==> src/rtl/coh_pkg.sv <==
package coh_pkg;
    typedef enum logic [2:0] {
        LS_I     = 3'd0,
        LS_S     = 3'd1,
        LS_E     = 3'd2,
        LS_M     = 3'd3,
        LS_STALE = 3'd4
    } lstate_e;

    typedef enum logic [1:0] {
        OP_LD  = 2'd0,
        OP_LDA = 2'd1,
        OP_ST  = 2'd2,
        OP_BAR = 2'd3
    } op_e;

    typedef enum logic [1:0] {
        BC_RD  = 2'd0,
        BC_RDX = 2'd1,
        BC_UPG = 2'd2,
        BC_WB  = 2'd3
    } bcmd_e;

    typedef enum logic [1:0] {
        FS_IDLE  = 2'd0,
        FS_WB    = 2'd1,
        FS_FETCH = 2'd2
    } fsm_e;
endpackage

==> src/rtl/coh_stale_timer.sv <==
module coh_stale_timer #(
    parameter int LIMIT = 1000
) (
    input  logic clk,
    input  logic rst_n,
    input  logic armed,
    output logic expire
);
    localparam int CW = $clog2(LIMIT + 1);
    localparam logic [CW-1:0] LAST = CW'(LIMIT - 1);

    logic [CW-1:0] cnt_q;

    always_ff @(posedge clk) begin
        if (!rst_n || !armed) begin
            cnt_q <= '0;
        end else if (cnt_q != LAST) begin
            cnt_q <= cnt_q + 1'b1;
        end
    end

    assign expire = armed && (cnt_q == LAST);
endmodule

==> src/rtl/coh_hit_decode.sv <==
module coh_hit_decode
    import coh_pkg::*;
(
    input  op_e     op,
    input  lstate_e state,
    input  logic    tag_match,
    input  logic    stale_en,
    output logic    hit,
    output bcmd_e   miss_cmd
);
    logic coherent;

    assign coherent = tag_match && (state == LS_S || state == LS_E || state == LS_M);

    always_comb begin
        hit      = 1'b0;
        miss_cmd = BC_RD;
        unique case (op)
            OP_LD:  hit = coherent || (tag_match && stale_en && state == LS_STALE);
            OP_LDA: hit = coherent;
            OP_ST: begin
                hit      = tag_match && (state == LS_E || state == LS_M);
                miss_cmd = (tag_match && state == LS_S) ? BC_UPG : BC_RDX;
            end
            OP_BAR: hit = 1'b1;
        endcase
    end
endmodule

==> src/rtl/coh_snoop_unit.sv <==
module coh_snoop_unit
    import coh_pkg::*;
(
    input  logic    snp_valid,
    input  bcmd_e   cmd,
    input  lstate_e state,
    input  logic    tag_match,
    input  logic    stale_en,
    output logic    upd,
    output lstate_e nxt,
    output logic    shared,
    output logic    flush
);
    logic present;

    assign present = snp_valid && tag_match &&
                     (state == LS_S || state == LS_E || state == LS_M);

    always_comb begin
        upd    = 1'b0;
        nxt    = state;
        shared = present;
        flush  = 1'b0;
        unique case (cmd)
            BC_RD: begin
                flush = present && state == LS_M;
                upd   = present && state != LS_S;
                nxt   = LS_S;
            end
            BC_RDX, BC_UPG: begin
                flush = present && state == LS_M;
                if (present) begin
                    upd = 1'b1;
                    nxt = stale_en ? LS_STALE : LS_I;
                end else if (snp_valid && tag_match && state == LS_STALE && !stale_en) begin
                    upd = 1'b1;
                    nxt = LS_I;
                end
            end
            BC_WB: shared = 1'b0;
        endcase
    end
endmodule

==> src/rtl/coh_line_ctrl.sv <==
module coh_line_ctrl
    import coh_pkg::*;
#(
    parameter int NUM_LINES     = 4,
    parameter int ADDR_W        = 8,
    parameter int DATA_W        = 16,
    parameter int STALE_TIMEOUT = 1000
) (
    input  logic              clk,
    input  logic              rst_n,
    input  logic              stale_en,
    input  logic              req_valid,
    output logic              req_ready,
    input  logic [1:0]        req_op,
    input  logic [ADDR_W-1:0] req_addr,
    input  logic [DATA_W-1:0] req_wdata,
    output logic              rsp_valid,
    output logic              rsp_hit,
    output logic [DATA_W-1:0] rsp_data,
    output logic              bus_req_valid,
    output logic [1:0]        bus_req_cmd,
    output logic [ADDR_W-1:0] bus_req_addr,
    output logic [DATA_W-1:0] bus_req_data,
    input  logic              bus_ack,
    input  logic [DATA_W-1:0] bus_fill_data,
    input  logic              bus_fill_shared,
    input  logic              snp_valid,
    input  logic [1:0]        snp_cmd,
    input  logic [ADDR_W-1:0] snp_addr,
    output logic              snp_shared,
    output logic              snp_flush,
    output logic [DATA_W-1:0] snp_data
);
    localparam int IDX_W = $clog2(NUM_LINES);
    localparam int TAG_W = ADDR_W - IDX_W;

    lstate_e           st_q  [NUM_LINES];
    logic [TAG_W-1:0]  tag_q [NUM_LINES];
    logic [DATA_W-1:0] dat_q [NUM_LINES];
    logic [NUM_LINES-1:0] expire;

    fsm_e fsm_q, fsm_d;
    op_e               op_q;
    bcmd_e             cmd_q;
    logic [ADDR_W-1:0] addr_q;
    logic [DATA_W-1:0] wdata_q;

    // Per-line stale timers
    for (genvar g = 0; g < NUM_LINES; g++) begin : g_timer
        coh_stale_timer #(.LIMIT(STALE_TIMEOUT)) u_timer (
            .clk    (clk),
            .rst_n  (rst_n),
            .armed  (st_q[g] == LS_STALE),
            .expire (expire[g])
        );
    end

    // Snoop side
    logic [IDX_W-1:0] sidx;
    logic [TAG_W-1:0] stag;
    logic             s_upd;
    lstate_e          s_nxt;

    assign sidx = snp_addr[IDX_W-1:0];
    assign stag = snp_addr[ADDR_W-1:IDX_W];

    coh_snoop_unit u_snoop (
        .snp_valid (snp_valid),
        .cmd       (bcmd_e'(snp_cmd)),
        .state     (st_q[sidx]),
        .tag_match (tag_q[sidx] == stag),
        .stale_en  (stale_en),
        .upd       (s_upd),
        .nxt       (s_nxt),
        .shared    (snp_shared),
        .flush     (snp_flush)
    );
    assign snp_data = dat_q[sidx];

    // Request side
    logic [IDX_W-1:0] ridx;
    logic [TAG_W-1:0] rtag;
    logic             rtag_match, r_hit, fire, need_wb;
    bcmd_e            r_cmd;
    op_e              r_op;
    logic [IDX_W-1:0] idx_q;

    assign r_op       = op_e'(req_op);
    assign ridx       = req_addr[IDX_W-1:0];
    assign rtag       = req_addr[ADDR_W-1:IDX_W];
    assign rtag_match = (tag_q[ridx] == rtag);
    assign idx_q      = addr_q[IDX_W-1:0];

    coh_hit_decode u_dec (
        .op        (r_op),
        .state     (st_q[ridx]),
        .tag_match (rtag_match),
        .stale_en  (stale_en),
        .hit       (r_hit),
        .miss_cmd  (r_cmd)
    );

    assign req_ready = (fsm_q == FS_IDLE) && !snp_valid;
    assign fire      = req_valid && req_ready;
    assign need_wb   = (st_q[ridx] == LS_M) && !rtag_match;

    // Next-state process
    always_comb begin
        fsm_d = fsm_q;
        unique case (fsm_q)
            FS_IDLE:  if (fire && !r_hit) fsm_d = need_wb ? FS_WB : FS_FETCH;
            FS_WB:    if (bus_ack) fsm_d = FS_FETCH;
            FS_FETCH: if (bus_ack) fsm_d = FS_IDLE;
            default:  fsm_d = FS_IDLE;
        endcase
    end

    // State register and request latch
    always_ff @(posedge clk) begin
        if (!rst_n) begin
            fsm_q   <= FS_IDLE;
            op_q    <= OP_LD;
            cmd_q   <= BC_RD;
            addr_q  <= '0;
            wdata_q <= '0;
        end else begin
            fsm_q <= fsm_d;
            if (fire) begin
                op_q    <= r_op;
                cmd_q   <= r_cmd;
                addr_q  <= req_addr;
                wdata_q <= req_wdata;
            end
        end
    end

    // Output process: bus request
    always_comb begin
        bus_req_valid = 1'b0;
        bus_req_cmd   = BC_RD;
        bus_req_addr  = addr_q;
        bus_req_data  = '0;
        unique case (fsm_q)
            FS_IDLE: ;
            FS_WB: begin
                bus_req_valid = 1'b1;
                bus_req_cmd   = BC_WB;
                bus_req_addr  = {tag_q[idx_q], idx_q};
                bus_req_data  = dat_q[idx_q];
            end
            FS_FETCH: begin
                bus_req_valid = 1'b1;
                bus_req_cmd   = cmd_q;
            end
            default: ;
        endcase
    end

    // Line array: timers, barrier, hits, fills, then snoops (snoop wins)
    always_ff @(posedge clk) begin
        if (!rst_n) begin
            for (int i = 0; i < NUM_LINES; i++) begin
                st_q[i]  <= LS_I;
                tag_q[i] <= '0;
                dat_q[i] <= '0;
            end
        end else begin
            for (int i = 0; i < NUM_LINES; i++) begin
                if (st_q[i] == LS_STALE && (expire[i] || (fire && r_op == OP_BAR))) begin
                    st_q[i] <= LS_I;
                end
            end
            if (fire && r_hit && r_op == OP_ST) begin
                st_q[ridx]  <= LS_M;
                dat_q[ridx] <= req_wdata;
            end
            if (fsm_q == FS_WB && bus_ack) begin
                st_q[idx_q] <= LS_I;
            end
            if (fsm_q == FS_FETCH && bus_ack) begin
                tag_q[idx_q] <= addr_q[ADDR_W-1:IDX_W];
                if (op_q == OP_ST) begin
                    st_q[idx_q]  <= LS_M;
                    dat_q[idx_q] <= wdata_q;
                end else begin
                    st_q[idx_q]  <= bus_fill_shared ? LS_S : LS_E;
                    dat_q[idx_q] <= bus_fill_data;
                end
            end
            if (s_upd) begin
                st_q[sidx] <= s_nxt;
            end
        end
    end

    // Response register
    always_ff @(posedge clk) begin
        if (!rst_n) begin
            rsp_valid <= 1'b0;
            rsp_hit   <= 1'b0;
            rsp_data  <= '0;
        end else begin
            rsp_valid <= 1'b0;
            if (fire && r_hit) begin
                rsp_valid <= 1'b1;
                rsp_hit   <= 1'b1;
                unique case (r_op)
                    OP_ST:         rsp_data <= req_wdata;
                    OP_BAR:        rsp_data <= '0;
                    OP_LD, OP_LDA: rsp_data <= dat_q[ridx];
                endcase
            end else if (fsm_q == FS_FETCH && bus_ack) begin
                rsp_valid <= 1'b1;
                rsp_hit   <= 1'b0;
                rsp_data  <= (op_q == OP_ST) ? wdata_q : bus_fill_data;
            end
        end
    end

    // Assertions
    logic any_stale;
    always_comb begin
        any_stale = 1'b0;
        for (int i = 0; i < NUM_LINES; i++) begin
            if (st_q[i] == LS_STALE) any_stale = 1'b1;
        end
    end

    a_r10_barrier_purges: assert property (@(posedge clk) disable iff (!rst_n)
        fire && r_op == OP_BAR |=> !any_stale);

    a_r9_store_stale_rdx: assert property (@(posedge clk) disable iff (!rst_n)
        fire && r_op == OP_ST && rtag_match && st_q[ridx] == LS_STALE
        |=> bus_req_valid && bus_req_cmd == BC_RDX);

    a_r2_request_held: assert property (@(posedge clk) disable iff (!rst_n)
        bus_req_valid && !bus_ack |=> bus_req_valid && $stable(bus_req_cmd) && $stable(bus_req_addr));

    a_r5_flush_leaves_modified: assert property (@(posedge clk) disable iff (!rst_n)
        snp_flush |=> st_q[$past(sidx)] != LS_M);

    a_r12_no_stale_when_off: assert property (@(posedge clk) disable iff (!rst_n)
        snp_valid && !stale_en && (snp_cmd == BC_RDX || snp_cmd == BC_UPG) && st_q[sidx] != LS_STALE
        |=> st_q[$past(sidx)] != LS_STALE);

    for (genvar g = 0; g < NUM_LINES; g++) begin : g_chk
        a_r11_timeout_drops: assert property (@(posedge clk) disable iff (!rst_n)
            expire[g] && st_q[g] == LS_STALE |=> st_q[g] != LS_STALE);
    end
endmodule

==> config.mk <==
export PLATFORM = sky130hd
export DESIGN_NAME = coh_line_ctrl
export DESIGN_NICKNAME = d
export VERILOG_FILES = /design/src/rtl/coh_pkg.sv /design/src/rtl/coh_stale_timer.sv /design/src/rtl/coh_hit_decode.sv /design/src/rtl/coh_snoop_unit.sv /design/src/rtl/coh_line_ctrl.sv
export SDC_FILE = /design/constraint.sdc
export NUM_CORES = 1
export LEC_CHECK = 0
export ABC_AREA = 1
export BUFFER_PORTS_ARGS = -buffer_cell sky130_fd_sc_hd__buf_2
export CORE_UTILIZATION = 64
export CTS_BUF_LIST = sky130_fd_sc_hd__clkbuf_8 sky130_fd_sc_hd__clkbuf_16
export CTS_CLUSTER_SIZE = 40
export DETAILED_ROUTE_END_ITERATION = 10
export GPL_ROUTABILITY_DRIVEN = 0
export GPL_TIMING_DRIVEN = 0
export PLACE_DENSITY_LB_ADDON = 0.2
export SLEW_MARGIN = 10
export SYNTH_ARGS = -nofsm -noshare
export SYNTH_HDL_FRONTEND = slang
export SYNTH_SLANG_ARGS = --single-unit
==> constraint.sdc <==
create_clock -name clk -period 9.65 [get_ports clk]
set_input_delay 2.4125 -clock clk [delete_from_list [all_inputs] [get_ports clk]]
set_output_delay 2.4125 -clock clk [all_outputs]
set_load 0.02 [all_outputs]
==> impl_results.md, run 1 <==
* Status: finished clean
* ANT cells at 0
* Worst slew pin tran at 0.953 ns
* Final worst setup slack at roughly 2.8 ns
* Wire length per cell at 18.2 microns
* Share of synthesized registers carrying an async set or reset at 0%
* First-pass GRT wire length at roughly 52 mm
* I/O Pins at around 120
* Most common cell after layout, fill and taps aside: nand2_1
* Post-synth EDFFs at 100
* Leak pwr at 5.22 nW
* Cell area after layout at ~12000 sq um
* Tcrit/Tclk final at about 70%
* Power Density at 186 nW/um^2
* Number of port buffers at approximately 120
* # placed instances at 1819
* Worst path cell trace: buf_2 -> buf_2 -> nor2_1 -> clkinv_1 -> o21ai_0 -> a21oi_1 -> nand2_1 -> nand3_1 -> nor2_1 -> buf_2
* Syn avg cell area at about 7.3 sq um
* Fmax at 0.147 GHz
* Footprint of the multi-input gates at between 4000 and 5000 sq um
* Setup violations, final at 0
* Initial DRC Count at around 1800
* Area leader, netlist: edfxtp_1
* Crit Path Class: input port to output port
* Area grow syn2layout at 13.8%
* Grt ovf at 0
* CP Max Fanout at 10
* Drt pass-1 iters at 7
* Routed vias/inst at 6.10
* Seq cells post-synth at 190
* Core area at ~17000 sq um
* WP data required at 7.24 ns
* Die area at roughly 17000 sq um
* Most frequent cell on the critical path: buf_2
* Ranking of synthesized cells by area: edfxtp_1, dfxtp_1, nand2_1
* Clock sinks at 190
* Routed wire length at 33.8 mm
* Most frequent cells in the layout: nand2_1, o21ai_0, nor2_1
* Worst path buffer plus inverter count at 4
* Max Cap Viol at 0
* Synth Area in Adders at between 1 and 1.5%
* Compound-cell area share of the yosys netlist at between 20% and 30%
* Synth Area in Simple Gates at a little under a quarter
* WHS at between 0.4 and 0.5 ns
* Synth cell types at 41
* Cells after Synth at between 1000 and 1500
* Slew headroom at between 30% and 40%
* Startpoint types: input port
* Nets@finish at roughly 1700
* Total of fill cells in the finished design at between 1000 and 1500
* Number of synthesis warnings at 0
* Syn Std Cell Area at ~11000 sq um
* # DRC at 0
* Post-Synth XOR/XNOR Area at 0.731%
* Top cell type's share of synthesized area at between 20% and 30%
* Die H at ~130 microns
* Sequential fraction of the synthesis area at between 40% and 50%
* Post-cts hold buffer count at 0
* Slowest cell on crit path: clkinv_1
* Worst slack, placed at 2.95 ns
* Worst Setup End Kind: output port
* Share of layout cells above drive strength 1 at between 10% and 20%
* Critical path arrival at roughly 4.4 ns
* Main combinational cell family by area after synthesis: simple AND/OR/NAND/NOR gates
* Initial core utilization at about 65%
* HPWL after DPL at about 24 mm
* CTS tree: yes
* Final Max Tran Viols at 0
* CTS max path bufs at 2
* Mapped Nets at roughly 1500
* Final cell count without fillers at 1851
* Maximum vdd ir drop at 152 uV
* Die Width at approximately 130 microns
* Placed Instance Area at 11700 sq um
* Vias in the first global route at between 10000 and 15000
* CP delay by family, top: buffers and inverters
* Final min period at between 6 and 7 ns
* Clk_lat worst skew at about 0.46 ns
* RSZ-0062 raised after global routing: no
* Primary FF master, synth: edfxtp_1
* Setup TNS at 0 ns
* H-tree depth at 4
* Initial antenna violation count at 0
* Mux contribution to synthesized area at less than 1%
* Antenna Nets Post-Route at 0
* Total GRT Usage at approximately two fifths
* Largest net degree at the start of global routing at 20
* CTS Buf Count at 17
* Resized Gates After CTS at 0
* Worst Clk Skew at ~0.015 ns
* Post-CTS Setup Repair Bufs at 0
* Register area at slightly below 5000 sq um
* Hold Violations, Final at 0
* Clock slew at reported path FFs at approximately 0.07 ns
* Hold Path Class: register to register
* Vias after detailed routing at 11286
* CTS root buf: clkbuf_16
* Worst path max stage delay at 0.42 ns
* Site Rows at 47
## Yosys cell counts (2+ instances only)
| master | count |
|---|---|
| nand2_1 | 310 |
| o21ai_0 | 181 |
| nor2_1 | 172 |
| inv_1 | 167 |
| a21oi_1 | 162 |
| edfxtp_1 | 100 |
| dfxtp_1 | 90 |
| nand3_1 | 65 |
| clkbuf_1 | 45 |
| o22ai_1 | 21 |
| nor3_1 | 15 |
| buf_2 | 12 |
| inv_2 | 12 |
| nand4_1 | 12 |
| o211ai_1 | 12 |
| a22oi_1 | 10 |
| ha_1 | 10 |
| o21ai_2 | 10 |
| buf_6 | 7 |
| clkinv_1 | 7 |
| mux2i_1 | 7 |
| xnor2_1 | 6 |
| nand2_2 | 5 |
| nor4_1 | 5 |
| a221oi_1 | 4 |
| a31oi_1 | 4 |
| buf_4 | 4 |
| a211oi_1 | 3 |
| buf_1 | 3 |
| or2_2 | 3 |
| xor2_1 | 3 |
| a221o_1 | 2 |
| nand3b_1 | 2 |
## cell families after synthesis
logic type / Yosys count
xor+xnor: 9
flops: 190
mux: 7
fa+ha+maj: 10
compound gates: 412
buf+inv: 258
simple gates: 593
## worst register-to-register path, cell delays in order (launching register included)
cell and delay [ns]:
dfxtp_1 0.37, inv_1 0.08, ha_1 0.21, nand2_1 0.34
inv_1 0.26, nor2_1 0.45, nand4_1 0.16, nand2_1 0.18
nand3_2 0.28, buf_6 0.27, nand2_1 0.62
## cell type report
cell class                      instances  share of cell area [%]
Multi-Input combinational cell       1031                    40.2
Clock buffer                           17                    3.47
Clock inverter                         15                    1.41
Inverter                              187                    5.74
Buffer                                 71                    2.84
Sequential cell                       190                    39.1
Tap cell                              220                    2.24
Timing Repair Buffer                  120                    4.97
## final timing paths
path,startpoint,endpoint,slack (ns),cells past startpoint
worst max-delay path,snp_addr[0],snp_shared,2.83,10
worst min-delay path,wdata_q[14]$_SDFFE_PN0P_,wdata_q[14]$_SDFFE_PN0P_,0.45,2
worst max register to register,fsm_q[0]$_SDFFE_PN0P_,dat_q[2][11]$_SDFFCE_PN0P_,6.07,10
worst min register to register,wdata_q[14]$_SDFFE_PN0P_,wdata_q[14]$_SDFFE_PN0P_,0.45,2
## per-layer routing
metal	track usage, %	vias to the layer above	routed length [microns]
met5	0	-	0
met4	23.3	0	2120
li1	-	5226	-
met2	61.3	847	15300
met3	8.34	192	4120
met1	47.7	5021	12300
## where the power goes
part,internal [mW],switching [mW],total (mW)
registers,0.939,0.0539,0.993
logic,0.165,0.413,0.578
clock network,0.369,0.348,0.717
total,1.47,0.816,2.29
## sequential cells by signal (all words and copies together) (netlist names), named ones only
signal,count
dat_q,64
g_timer.u_timer.cnt_q,40
tag_q,24
rsp_data,16
wdata_q,16
st_q,12
addr_q,8
cmd_q,2
fsm_q,2
op_q,2
rsp_hit,1
rsp_valid,1
## through the flow
step | power [mW] | util, %
floorplan | 1.36 | -
global placement | 1.54 | 70.6
detailed placement | 1.56 | 70.7
CTS | 2.26 | 74.3
global route | 2.36 | 74.3
finish | 2.29 | 74.3
Power figures use the tool's default switching activity.
==> run 2: changes to the inputs <==
--- a/config.mk
+++ b/config.mk
@@ -7,7 +7,7 @@
 export LEC_CHECK = 0
 export ABC_AREA = 1
 export BUFFER_PORTS_ARGS = -buffer_cell sky130_fd_sc_hd__buf_2
-export CORE_UTILIZATION = 64
+export CORE_UTILIZATION = 54
 export CTS_BUF_LIST = sky130_fd_sc_hd__clkbuf_8 sky130_fd_sc_hd__clkbuf_16
 export CTS_CLUSTER_SIZE = 40
 export DETAILED_ROUTE_END_ITERATION = 10
==> constraint.sdc (replaced) <==
create_clock -name clk -period 5.9 [get_ports clk]
set_input_delay 1.475 -clock clk [delete_from_list [all_inputs] [get_ports clk]]
set_output_delay 1.475 -clock clk [all_outputs]
set_load 0.02 [all_outputs]
==> impl_results.md, run 2 (synthesized netlist as in run 1, its figures left out) <==
* Slew headroom at a little over a third
* Reg2reg setup slack at 2.28 ns
* Area grow syn2layout at 14.1%
* Critical path arrival at about 3.6 ns
* Hold Violations, Final at 0
* Hold EP: g_timer[1].u_timer.cnt_q[7]$_SDFFE_PP0N_
* Reg with most FFs: dat_q
* Resized Gates After CTS at 0
* WP data required at ~4.4 ns
* Worst slew pin tran at 0.959 ns
* Worst path max stage delay at a little under 0.5 ns
* Site Rows at slightly above 50
* Final min period at around 5 ns
* Fmax at 0.198 GHz
* R2r worst-path depth at 13
* # placed instances at 1864
* Tcrit/Tclk final at 85.4%
* Drt pass-1 iters at 6
* RSZ-0062 raised after global routing: no
* Post-cts hold buffer count at 0
* Vias in the first global route at 10045
* H-tree depth at 4
* Leak pwr at 5.22 nW
* Setup TNS at 0 ns
* R2R Path End: dat_q[0][11]$_SDFFCE_PN0P_
* Routed vias/inst at 5.91
* Grt ovf at 0
* Core area at just under 20000 sq um
* CTS root buf: clkbuf_16
* Total GRT Usage at 33.9%
* Nets@finish at ~1700
* I/O Pins at roughly 120
* Worst Setup End Kind: output port
* Hold_sp: g_timer[1].u_timer.cnt_q[7]$_SDFFE_PP0N_
* Slowest cell on crit path: clkinv_1
* Vias after detailed routing at between 10000 and 15000
* Initial antenna violation count at 0
* Worst path cell trace: buf_2 -> buf_2 -> nor2_1 -> clkinv_1 -> o21ai_0 -> a21oi_1 -> nand2_1 -> nand3_1 -> nor2_1 -> buf_2
* Setup violations, final at 0
* R2R Path Start: fsm_q[0]$_SDFFE_PN0P_
* # DRC at 0
* Wire length per cell at approximately 18 microns
* Hold Path Class: register to register
* Die Width at roughly 140 microns
* CTS tree: yes
* Maximum vdd ir drop at ~250 uV
* Status: finished clean
* Final cell count without fillers at approximately 1900
* Most common cell after layout, fill and taps aside: nand2_1
* Worst Clk Skew at approximately 0.0097 ns
* Clock slew at reported path FFs at 0.07 ns
* Worst path buffer plus inverter count at 4
* Max reg flops at between 60 and 70
* Hold Path Depth at 1
* HPWL after DPL at 25.9 mm
* Final Max Tran Viols at 0
* Routed wire length at around 35 mm
* Clock sinks at 190
* Startpoint types: input port
* Initial DRC Count at approximately 1300
* Leading registers by flop count: dat_q: 64 flops, g_timer.u_timer.cnt_q: 40 flops, tag_q: 24 flops
* Number of port buffers at 119
* CTS Buf Count at 17
* Post-CTS Setup Repair Bufs at 0
* ANT cells at 0
* CTS max path bufs at 2
* Max Cap Viol at 0
* Most frequent cells in the layout: nand2_1, o21ai_0, nor2_1
* CP Max Fanout at 10
* Clk_lat worst skew at between 0.4 and 0.5 ns
* First-pass GRT wire length at about 52 mm
* Largest net degree at the start of global routing at 17
* Antenna Nets Post-Route at 0
* Die H at roughly 140 microns
* Most frequent cell on the critical path: buf_2
* Initial core utilization at a little under three fifths
* CP delay by family, top: buffers and inverters
* Crit Path Class: input port to output port
* Share of layout cells above drive strength 1 at approximately an eighth
* Die area at about 21000 sq um
* Power Density at about 300 nW/um^2
run 2: cell count changes in the layout (fill, tap and decap cells not counted):
cell        before  now
inv_6            6    2
clkinv_8         3    0
inv_1          167  170
clkinv_1         7    9
bufinv_16        1    2
clkinv_4         2    3
clkinvlp_2       1    0
clkinvlp_4       1    2
run 2: worst max-delay path by stage:
stage                           start    endpoint  slack [ns]  cells after the start
after detailed placement  snp_addr[0]  snp_shared        0.96                     10
after global routing      snp_addr[0]  snp_shared        0.78                     10
after floorplan           snp_addr[0]   snp_flush        1.35                     11
after CTS                 snp_addr[0]  snp_shared        0.97                     10
after global placement    snp_addr[0]  snp_shared        0.94                     10
final                     snp_addr[0]  snp_shared        0.86                     10
run 2: final cells by class:
cell class | instances | area (sq um)
Clock buffer | 17 | 425
Tap cell | 265 | 332
Clock inverter | 15 | 149
Timing Repair Buffer | 120 | 611
Sequential cell | 190 | 4800
Inverter | 187 | 704
Multi-Input combinational cell | 1031 | 4930
Fill cell | 1783 | 7220
Buffer | 71 | 349
run 2: per-stage QoR:
step	hold WS, ns	utilization (%)	power [mW]	area, sq um	worst slack, ns
4_1_cts	0.451	63.0	3.68	12300	0.969
3_3_place_gp	0.437	60.0	2.54	11700	0.943
2_1_floorplan	0.422	-	2.23	10800	1.35
6_report	0.449	63.0	3.72	12300	0.861
3_5_place_dp	0.440	60.1	2.56	11700	0.963
5_1_grt	0.480	63.0	3.85	12300	0.779
run 2: routing by layer:
layer / up-vias / part of all wire, % / global-route usage, %
met2: 745 / 46 / 53.6
met4: 0 / 5.2 / 19.4
met3: 144 / 11 / 5.16
met1: 5104 / 38 / 44.4
met5: - / 0 / 0
li1: 5214 / - / -
run 2: where the power goes:
group | internal, mW | total [mW] | switching, mW | leakage [nW]
clock | 0.624 | 1.15 | 0.524 | 0.285
sequential | 1.54 | 1.63 | 0.0895 | 1.77
combinational | 0.270 | 0.943 | 0.673 | 3.17
==> run 3: changes to the inputs <==
--- a/config.mk
+++ b/config.mk
@@ -13,7 +13,7 @@
 export DETAILED_ROUTE_END_ITERATION = 10
 export GPL_ROUTABILITY_DRIVEN = 0
 export GPL_TIMING_DRIVEN = 0
-export PLACE_DENSITY_LB_ADDON = 0.2
+export PLACE_DENSITY = 0.83
 export SLEW_MARGIN = 10
 export SYNTH_ARGS = -nofsm -noshare
 export SYNTH_HDL_FRONTEND = slang
==> impl_results.md, run 3 (synthesized netlist as in run 1, its figures left out) <==
* CTS root buf: clkbuf_16
* Leading registers by flop count: dat_q: 64 flops, g_timer.u_timer.cnt_q: 40 flops, tag_q: 24 flops
* WP data required at about 4.4 ns
* Cell area after layout at approximately 12000 sq um
* Tcrit/Tclk final at a little under nine tenths
* Die Width at about 140 microns
* CP Max Fanout at 10
* Grt ovf at 0
* Worst path max stage delay at approximately 0.49 ns
* Die H at 143 microns
* Post-CTS Setup Repair Bufs at 0
* Reg2reg setup slack at approximately 2.2 ns
* Vias in the first global route at about 11000
* Most common cell after layout, fill and taps aside: nand2_1
* Max Cap Viol at 0
* Reg with most FFs: dat_q
* Maximum vdd ir drop at ~190 uV
* H-tree depth at 4
* R2R Path End: dat_q[0][10]$_SDFFCE_PN0P_
* Initial core utilization at a little under three fifths
* Stages on worst setup path at 10
* Final Max Tran Viols at 0
* CTS tree: yes
* Hold Violations, Final at 0
* Die area at about 21000 sq um
* Crit Path Class: input port to output port
* Most frequent cell on the critical path: buf_2
* Final Total Pwr at about 3.7 mW
* CTS Buf Count at 17
* Worst Setup End Kind: output port
* Critical path arrival at ~3.6 ns
* HPWL after DPL at approximately 26 mm
* Core area at roughly 20000 sq um
* # DRC at 0
* CP delay by family, top: buffers and inverters
* Clock sinks at 190
* Initial DRC Count at between 1000 and 1500
* Max reg flops at between 60 and 70
* Hold_sp: g_timer[1].u_timer.cnt_q[7]$_SDFFE_PP0N_
* Clock slew at reported path FFs at roughly 0.070 ns
* Fmax at 0.196 GHz
* Worst Clk Skew at between 0.009 and 0.01 ns
* CP startpoint: snp_addr[0]
* Site Rows at between 50 and 60
* Drt pass-1 iters at 7
* Antenna Nets Post-Route at 0
* Total GRT Usage at between 30% and 40%
* Finished Core Util at between 60 and 70%
* Startpoint types: input port
* Post-cts hold buffer count at 0
* Setup crit end: snp_shared
* Setup TNS at 0 ns
* Hold Path Class: register to register
* R2r worst-path depth at 13
* Number of port buffers at 119
* WHS at 0.446 ns
* ANT cells at 0
* I/O Pins at approximately 120
* Footprint of the multi-input gates at ~4900 sq um
* Setup violations, final at 0
* Vias after detailed routing at around 11000
* Status: finished clean
* Clk_lat worst skew at about 0.44 ns
* Resized Gates After CTS at 0
* Area grow syn2layout at 14.2%
* Worst path cell trace: buf_2 -> buf_2 -> nor2_1 -> clkinv_1 -> o21ai_0 -> a21oi_1 -> nand2_1 -> nand3_1 -> nor2_1 -> buf_2
* RSZ-0062 raised after global routing: no
* Final min period at around 5.1 ns
* R2R Path Start: fsm_q[0]$_SDFFE_PN0P_
* Most frequent cells in the layout: nand2_1, o21ai_0, nor2_1
* Share of layout cells above drive strength 1 at about an eighth
* Slowest cell on crit path: clkinv_1
* Power Density at 302 nW/um^2
* Initial antenna violation count at 1
* Worst path buffer plus inverter count at 4
* Leak pwr at between 5 and 6 nW
* Worst slew pin tran at 0.937 ns
* Routed wire length at 34.4 mm
* CTS max path bufs at 2
* First-pass GRT wire length at around 53 mm
* Total of fill cells in the finished design at roughly 1700
* Nets@finish at 1687
* Register area at a little under 5000 sq um
* Largest net degree at the start of global routing at 18
* Wire length per cell at about 18 microns
* Routed vias/inst at 5.96
* Slew headroom at a little under two fifths
* Placed Instance Area at 11700 sq um
run 3: cell types whose count changed in the layout (fill, tap and decap cells not counted), sizes merged:
cell	previous run	this run
bufinv	2	1
clkbuf	62	64
clkinv	12	11
run 3: layout make-up:
type / count / area share [%]
multi-input cells: 1031 / 40.1
plain buffers: 71 / 2.83
flip-flops and latches: 190 / 39.0
repair buffers: 120 / 4.96
clock buffers: 19 / 3.86
clock inverters: 13 / 0.874
inverters: 187 / 5.72
well taps: 265 / 2.69
run 3: per-stage QoR:
stage / worst slack (ns) / std cells
after floorplan: 1.35 / 1479
after global placement: 0.940 / 1863
after detailed placement: 0.896 / 1864
after CTS: 0.903 / 1896
after global routing: 0.678 / 1896
final: 0.806 / 1896
run 3: worst min-delay path by stage:
stage | end | slack [ns] | depth (start not counted)
3_5_place_dp | g_timer[1].u_timer.cnt_q[7]$_SDFFE_PP0N_ | 0.44 | 1
4_1_cts | g_timer[1].u_timer.cnt_q[7]$_SDFFE_PP0N_ | 0.45 | 1
3_3_place_gp | wdata_q[11]$_SDFFE_PN0P_ | 0.44 | 2
2_1_floorplan | g_timer[1].u_timer.cnt_q[7]$_SDFFE_PP0N_ | 0.42 | 1
5_1_grt | wdata_q[12]$_SDFFE_PN0P_ | 0.48 | 2
6_report | g_timer[1].u_timer.cnt_q[7]$_SDFFE_PP0N_ | 0.45 | 1
run 3: metal layers:
metal	track usage, %	wire length [microns]	up-vias
met3	7.60	4430	165
met2	53.0	15500	841
met5	0	13	-
li1	-	-	5217
met1	44.1	12800	5072
met4	18.4	1680	2
run 3: where the power goes:
| part | switching (mW) | internal (mW) |
|---|---|---|
| clock network | 0.515 | 0.632 |
| registers | 0.0906 | 1.54 |
| logic | 0.680 | 0.270 |
